## config.mk

```make
export PLATFORM = sky130hd
export DESIGN_NAME = undoc_alu
export DESIGN_NICKNAME = d
export VERILOG_FILES = /design/src/rtl/undoc_alu.sv
export SDC_FILE = /design/constraint.sdc
export NUM_CORES = 1
export LEC_CHECK = 0
export BUFFER_PORTS_ARGS = -buffer_cell sky130_fd_sc_hd__buf_2
export CAP_MARGIN = 20
export CORE_MARGIN = 1.5
export CORE_UTILIZATION = 45
export DETAILED_ROUTE_END_ITERATION = 8
export MAX_ROUTING_LAYER = met4
export PLACE_DENSITY = 0.75
export SLEW_MARGIN = 5
export SYNTH_ARGS = -nofsm -noshare
export SYNTH_HDL_FRONTEND = slang
export SYNTH_SLANG_ARGS = --single-unit
```

## constraint.sdc

```tcl
create_clock -name clk -period 3.2 [get_ports clk]
set_input_delay 0.64 -clock clk [delete_from_list [all_inputs] [get_ports clk]]
set_output_delay 0.64 -clock clk [all_outputs]
set_load 0.02 [all_outputs]
```

## src/rtl/undoc_alu.sv

```systemverilog
module undoc_alu #(
  parameter int W = 8,
  parameter int OPW = 4,
  parameter logic [W-1:0] ORMASK = 8'hEE
) (
  input  logic           clk,
  input  logic           rst,
  input  logic           in_valid,
  input  logic [OPW-1:0] op,
  input  logic [W-1:0]   a_in,
  input  logic [W-1:0]   x_in,
  input  logic [W-1:0]   y_in,
  input  logic [W-1:0]   s_in,
  input  logic [W-1:0]   data_in,
  input  logic [W-1:0]   addr_hi,
  input  logic           n_in,
  input  logic           z_in,
  input  logic           c_in,
  input  logic           v_in,
  output logic           out_valid,
  output logic [W-1:0]   a_out,
  output logic [W-1:0]   x_out,
  output logic [W-1:0]   s_out,
  output logic [W-1:0]   store_data,
  output logic           a_we,
  output logic           x_we,
  output logic           s_we,
  output logic           mem_we,
  output logic           n_out,
  output logic           z_out,
  output logic           c_out,
  output logic           v_out
);
  localparam logic [OPW-1:0] OP_STAX = 0, OP_STX = 1, OP_STY = 2, OP_STSP = 3,
                             OP_LDSP = 4, OP_MAGA = 5, OP_MAGAX = 6,
                             OP_ANDSR = 7, OP_ANDC = 8, OP_ANDROR = 9;

  logic [W-1:0] hi_inc, ax, masked, res;
  logic [W-1:0] na, nx, ns, nst;
  logic wa, wx, ws, wm, upd_nz, nn, nz, nc, nv;

  assign hi_inc = addr_hi + 1'b1;
  assign ax     = a_in & x_in;
  assign masked = a_in & data_in;

  always_comb begin
    na = a_in; nx = x_in; ns = s_in; nst = '0; res = '0;
    wa = 1'b0; wx = 1'b0; ws = 1'b0; wm = 1'b0; upd_nz = 1'b0;
    nn = n_in; nz = z_in; nc = c_in; nv = v_in;
    case (op)
      OP_STAX:  begin nst = ax & hi_inc; wm = 1'b1; end
      OP_STX:   begin nst = x_in & hi_inc; wm = 1'b1; end
      OP_STY:   begin nst = y_in & hi_inc; wm = 1'b1; end
      OP_STSP:  begin ns = ax; ws = 1'b1; nst = ax & hi_inc; wm = 1'b1; end
      OP_LDSP:  begin
        res = data_in & s_in;
        na = res; nx = res; ns = res;
        wa = 1'b1; wx = 1'b1; ws = 1'b1; upd_nz = 1'b1;
      end
      OP_MAGA:  begin res = (a_in | ORMASK) & x_in & data_in; na = res; wa = 1'b1; upd_nz = 1'b1; end
      OP_MAGAX: begin
        res = (a_in | ORMASK) & data_in;
        na = res; nx = res; wa = 1'b1; wx = 1'b1; upd_nz = 1'b1;
      end
      OP_ANDSR: begin res = masked >> 1; nc = masked[0]; na = res; wa = 1'b1; upd_nz = 1'b1; end
      OP_ANDC:  begin res = masked; nc = masked[W-1]; na = res; wa = 1'b1; upd_nz = 1'b1; end
      OP_ANDROR: begin
        res = {c_in, masked[W-1:1]};
        nc = res[W-2];
        nv = res[W-2] ^ res[W-3];
        na = res; wa = 1'b1; upd_nz = 1'b1;
      end
      default: ;
    endcase
    if (upd_nz) begin
      nn = res[W-1];
      nz = (res == '0);
    end
  end

  always_ff @(posedge clk) begin
    if (rst) begin
      out_valid <= 1'b0;
      a_we <= 1'b0; x_we <= 1'b0; s_we <= 1'b0; mem_we <= 1'b0;
      a_out <= '0; x_out <= '0; s_out <= '0; store_data <= '0;
      n_out <= 1'b0; z_out <= 1'b0; c_out <= 1'b0; v_out <= 1'b0;
    end else begin
      out_valid <= in_valid;
      a_we <= in_valid & wa;
      x_we <= in_valid & wx;
      s_we <= in_valid & ws;
      mem_we <= in_valid & wm;
      if (in_valid) begin
        a_out <= na; x_out <= nx; s_out <= ns; store_data <= nst;
        n_out <= nn; z_out <= nz; c_out <= nc; v_out <= nv;
      end
    end
  end

  p_valid_follows_r2: assert property (@(posedge clk) disable iff (rst)
    in_valid |=> out_valid);
  p_valid_idle_r2: assert property (@(posedge clk) disable iff (rst)
    !in_valid |=> !out_valid);
  p_we_gated_r2: assert property (@(posedge clk) disable iff (rst)
    (a_we || x_we || s_we || mem_we) |-> out_valid);
  p_store_no_reg_r3: assert property (@(posedge clk) disable iff (rst)
    mem_we |-> (!a_we && !x_we));
  p_stack_store_r4: assert property (@(posedge clk) disable iff (rst)
    (mem_we && s_we) |-> ((store_data & ~s_out) == '0));
  p_triple_load_r5: assert property (@(posedge clk) disable iff (rst)
    (a_we && x_we && s_we) |-> (a_out == x_out && x_out == s_out));
  p_zero_flag_r10: assert property (@(posedge clk) disable iff (rst)
    a_we |-> (z_out == (a_out == '0)));
endmodule

```

==> run_results.csv, run 1 <==
group,metric,value,unit
synth,yosys_warnings,0,
cts,clkTransAtPathRegs,90,ps
global_routing,grt-busiest-layer,"met2",
global_routing,antenna_found_initial,0,
global_routing,grt_overflow,0,
place,dp_slack,288,ps
synth,async_flop_share,0,%
sta,min_period,2630,ps
pwr,cell_internal_pwr,0.812,mW
synth,yosys.cell_types.count,48,
sta,setup_tns,0,ps
cts,post_cts_buffers,0,
setup_path,cp_max_fo,13,
route,drtAntennaViolNets,0,
synth,syn_avg_cell_area,7.78,um2
sta,finalCritPeriodShare,82.1,%
floorplan,row_count,26,
global_routing,use_met3,3.88,%
synth,yosysTopAreaCell,"dfxtp_1",
sta,fin_ws,572,ps
finish,synthToLayoutAreaGrowth,26.4,%
route,first_pass_iters,5,
cts,clock-sinks,41,
synth,synth-seq-area-share,32.8,%
pwr,power_frac_seq,45.9,%
place,routabilityCongestion,0.992,
pwr,p_leak,1.52,nW
route,vias,2865,
sta,rsz0062_at_grt,"false",
place,port_buffers,99,
pwr,ir_drop,228,uV
cts,cts-buffers-inserted,5,
cts,cts_hold_buf,0,
global_routing,use_met2,40.7,%
synth,synth_edf_count,0,
setup_path,cp_cell_sequence,"buf_2 -> and2b_1 -> a31o_2 -> a2111oi_1 -> nand4_1 -> or4_1 -> a311oi_2",
setup_path,required,3420,ps
setup_path,cp-start-kind,"input port",
finish,layout_commonest_cell,"buf_2",
synth,synthAdderAreaFrac,1.30,%
setup_path,critPathArrivalTime,2850,ps
setup_path,endpoint_kind,"flop",
synth,synth_top_family_by_area,"compound AO/OA/AOI/OAI gates",
cts,clockBufferDepth,2,
min_path,min-delay-path-class,"reg -> reg",
pwr,pwr-share-clk,28.1,%
route,vias_per_cell,5.90,
floorplan,die_w,77.6,um
setup_path,critical-path-top-delay-family,"compound AO/OA/AOI/OAI gates",
floorplan,core_area,5240,um2
finish,multi_input_area,1560,um2
global_routing,grt_max_degree,38,
global_routing,track_usage,27.8,%
synth,syn_inst,322,
cts,post_cts_resize_count,0,
setup_path,criticalPathCategory,"in -> reg",
synth,synth_flop_cell,"dfxtp_1",
sta,max_slew_margin,44.3,%
cts,cts_tree,"built",
finish,fin_nets,475,
sta,skew,0,ps
pwr,p_per_area,380,nW/um2
floorplan,ioPinCount,100,
route,drc_errors,0,
route,wl,8110,um
global_routing,grt_pass1_wl,13000,um
sta,setup_violations,0,
floorplan,die_y,77.6,um
sta,hold_violations,0,
global_routing,use_met1,39.4,%
synth,ys_seq_elements,41,
finish,n_antenna_cell,0,
outcome,status,"finished clean",
floorplan,start_util,47.8,%
global_routing,grt_pass1_vias,2578,
pwr,combinationalPowerShare,26.0,%
setup_path,cp_slowest_stage_delay,570,ps
synth,yosys-mux-area-fraction,1.20,%
synth,synth_top_area_share,32.8,%
synth,synth_xor_area_share,2.10,%
setup_path,path_buf_inv,1,
pwr,fin_total_pwr,1.20,mW
finish,final_cell_mix,"buf_2, nor2_1, dfxtp_1, nand2_1, a21oi_1",
synth,synth_nets,382,
sta,tightestPinTransition,832,ps
place,dpl.hpwl,6240,um
cts,htree_levels,2,
synth,syn_area,2510,um2
sta,slew_violations,0,
pwr,p_sw,0.392,mW
route,drtIter0Drc,192,
cts,clkLatencyLatePin,290,ps
finish,seqCellArea,821,um2
floorplan,die-area,6030,um2
synth,synth-compound-area-share,29.8,%
route,post_drt_wl_per_cell,16.7,um
finish,drive_gt1_share,29.8,%
sta,max_freq,381,MHz
finish,num-fill-cells,502,
job,maxCapViolations,0,
setup_path,crit_slowest_cell,"or4_1",
pwr,sw_frac_of_total,32.6,%
synth,synth.area.top_cells,"dfxtp_1, nor2_1, a311oi_1",
synth,synth_simple_gate_area_share,27.8,%
cts,root_buffer,"clkbuf_8",
## worst min-delay path, stage by stage, from the launching register on
cell	delay, ps
dfxtp_1	310
nand2b_1	60
a21oi_1	60
## Yosys cell counts (3+ instances only)
cell type / n
nand3_1: 17
o211a_1: 5
a22o_1: 10
and2_1: 4
nand2b_1: 10
inv_1: 4
a311oi_1: 14
o21ai_0: 16
dfxtp_1: 41
clkbuf_1: 22
a21oi_1: 20
xnor2_1: 6
and3b_1: 5
a211oi_1: 13
nand4_1: 7
nor2_1: 44
mux2i_1: 3
nand2_1: 27
a31oi_1: 6
and3_1: 10
## final timing paths
| kind | from | cells after the start | to | slack, ps |
|---|---|---|---|---|
| max | op[3] | 7 | z_out | 570 |
| max reg2reg | a_out[6] | 2 | a_out[6] | 2390 |
| min reg2reg | store_data[6] | 2 | store_data[6] | 470 |
| min | store_data[6] | 2 | store_data[6] | 470 |
## power groups by stage
stage / Sequential, mW / Clock (mW) / Combinational [mW]
after CTS: 0.553 / 0.340 / 0.310
after global routing: 0.557 / 0.370 / 0.339
after detailed placement: 0.565 / 0 / 0.310
final: 0.553 / 0.338 / 0.313
after global placement: 0.564 / 0 / 0.309
after floorplan: 0.601 / 0 / 0.145
## sequential cells by signal, indices dropped and copies added, names as in the netlist
register    cells
a_we            1
out_valid       1
c_out           1
s_we            1
mem_we          1
n_out           1
a_out           8
x_we            1
v_out           1
z_out           1
s_out           8
store_data      8
x_out           8
## per-layer routing
metal | part of all wire, % | up-vias
li1 | - | 1388
met2 | 43 | 136
met4 | 2.5 | 0
met1 | 48 | 1315
met3 | 7.4 | 26
met5 | 0 | -
## per-stage QoR
stage	area [um2]	utilization, %	cells	hold WS, ps
4_1_cts	3160	60.4	485	472
5_1_grt	3170	60.5	486	497
2_1_floorplan	2510	-	322	548
3_3_place_gp	3080	58.8	477	456
6_report	3170	60.5	486	469
3_5_place_dp	3080	58.8	477	459
## area by class of cell
cell class              instances  area share, %
multi-input cells             251           49.2
flip-flops and latches         41           25.9
repair buffers                112           19.0
well taps                      70           2.76
clock buffers                   6           2.29
inverters                       4          0.474
clock inverters                 2          0.316
## logic make-up after synthesis
group / after synthesis
simple gates: 138
compound gates: 101
flops: 41
buf+inv: 30
xor+xnor: 6
mux: 3
fa+ha+maj: 3
Power figures use the tool's default switching activity.
==> inputs of run 2 (changes only) <==
==> constraint.sdc (replaced) <==
create_clock -name clk -period 2.6 [get_ports clk]
set_input_delay 0.52 -clock clk [delete_from_list [all_inputs] [get_ports clk]]
set_output_delay 0.52 -clock clk [all_outputs]
set_load 0.02 [all_outputs]
==> run_results.csv, run 2 (synthesis results as in run 1) <==
group,metric,value,unit
outcome,status,"finished clean",
pwr,fin_total_pwr,1.63,mW
sta,setup_violations,0,
cts,cts_hold_buf,0,
min_path,min-delay-path-class,"in -> reg",
sta,slew_violations,0,
finish,synthToLayoutAreaGrowth,32.0,%
cts,clock-sinks,41,
sta,max_slew_margin,44.1,%
route,drc_errors,0,
floorplan,core_area,5240,um2
sta,max_freq,415,MHz
floorplan,row_count,26,
sta,hold_violations,0,
setup_path,endpoint_kind,"flop",
floorplan,die_y,77.6,um
finish,n_antenna_cell,0,
route,drtAntennaViolNets,0,
route,vias_per_cell,5.87,
cts,cts_tree,"built",
pwr,p_per_area,493,nW/um2
pwr,p_leak,1.60,nW
floorplan,ioPinCount,100,
cts,post_cts_resize_count,0,
route,vias,2933,
place,place_inst,491,
sta,setup_tns,0,ps
global_routing,antenna_found_initial,0,
pwr,ir_drop,266,uV
floorplan,start_util,47.8,%
route,drtIter0Drc,278,
cts,clockBufferDepth,2,
global_routing,grt_overflow,0,
finish,multi_input_area,1560,um2
finish,final_core_utilization,63.1,%
sta,hold_slack,464,ps
floorplan,die-area,6030,um2
place,routabilityCongestion,0.947,
route,first_pass_iters,5,
cts,post_cts_buffers,0,
cts,clkTransAtPathRegs,80,ps
setup_path,cp_max_fo,6,
cts,root_buffer,"clkbuf_8",
route,wl,8750,um
sta,min_period,2410,ps
finish,drive_gt1_share,32.1,%
cts,cts-buffers-inserted,5,
finish,num-fill-cells,500,
sta,rsz0062_at_grt,"false",
setup_path,required,2810,ps
sta,finalCritPeriodShare,92.7,%
finish,layout_commonest_cell,"buf_2",
global_routing,grt_max_degree,34,
route,post_drt_wl_per_cell,17.5,um
job,maxCapViolations,0,
global_routing,track_usage,30.7,%
setup_path,cp-start-kind,"input port",
place,port_buffers,99,
global_routing,grt_pass1_wl,14300,um
finish,seqCellArea,821,um2
finish,layout.cells.non_filler,500,
sta,tightestPinTransition,835,ps
cts,clkLatencyLatePin,290,ps
finish,final_cell_mix,"buf_2, nor2_1, dfxtp_1, nand2_1, buf_4",
cts,htree_levels,2,
global_routing,grt_pass1_vias,2787,
finish,fin_nets,489,
setup_path,critPathArrivalTime,2620,ps
floorplan,die_w,77.6,um
sta,skew,0,ps
place,dpl.hpwl,6680,um
setup_path,criticalPathCategory,"in -> reg",
-- run 2: worst max-delay path, stage by stage --
cell and delay (ps):
buf_2 130, nor4b_1 180, clkbuf_2 160, and3_1 210, a2111oi_1 480, nand4_1 140
or4_1 560, a311oi_2 250
-- run 2: cell type report --
type	count	area share (%)
clock buffer	7	2.61
clock inverter	1	0.908
inverter	4	0.454
multi-input combinational	251	47.1
sequential	41	24.8
tap	70	2.65
timing repair buffer	126	21.4
-- run 2: power breakdown --
part           total [mW]  leakage [nW]  internal (mW)  switching, mW
clock               0.543        0.0585          0.313          0.230
sequential          0.681         0.338          0.664         0.0169
combinational       0.407          1.21          0.163          0.245
total                1.63          1.60           1.14          0.491
-- run 2: final timing paths --
| kind | cells after the start | from | end | slack, ps |
|---|---|---|---|---|
| setup / recovery | 8 | op[2] | z_out | 190 |
| setup reg to reg | 2 | a_out[2] | a_out[2] | 1840 |
| hold / removal | 2 | op[2] | mem_we | 460 |
| hold reg to reg | 2 | store_data[2] | store_data[2] | 470 |
-- run 2: per-stage QoR --
stage / cell area [um2] / setup WS (ps)
2_1_floorplan: 2510 / 175
3_3_place_gp: 3190 / -35.7
3_5_place_dp: 3190 / -57.4
4_1_cts: 3300 / 252
5_1_grt: 3310 / 125
6_report: 3310 / 190
-- run 2: layer usage --
metal	GRT usage [%]	share of wire, %	wire length [um]	vias up
met5	-	0	0	-
met4	8.55	1.2	105	0
met3	3.76	6.9	604	14
met2	46.4	46	3990	153
met1	43.0	46	4040	1349
li1	-	-	-	1417
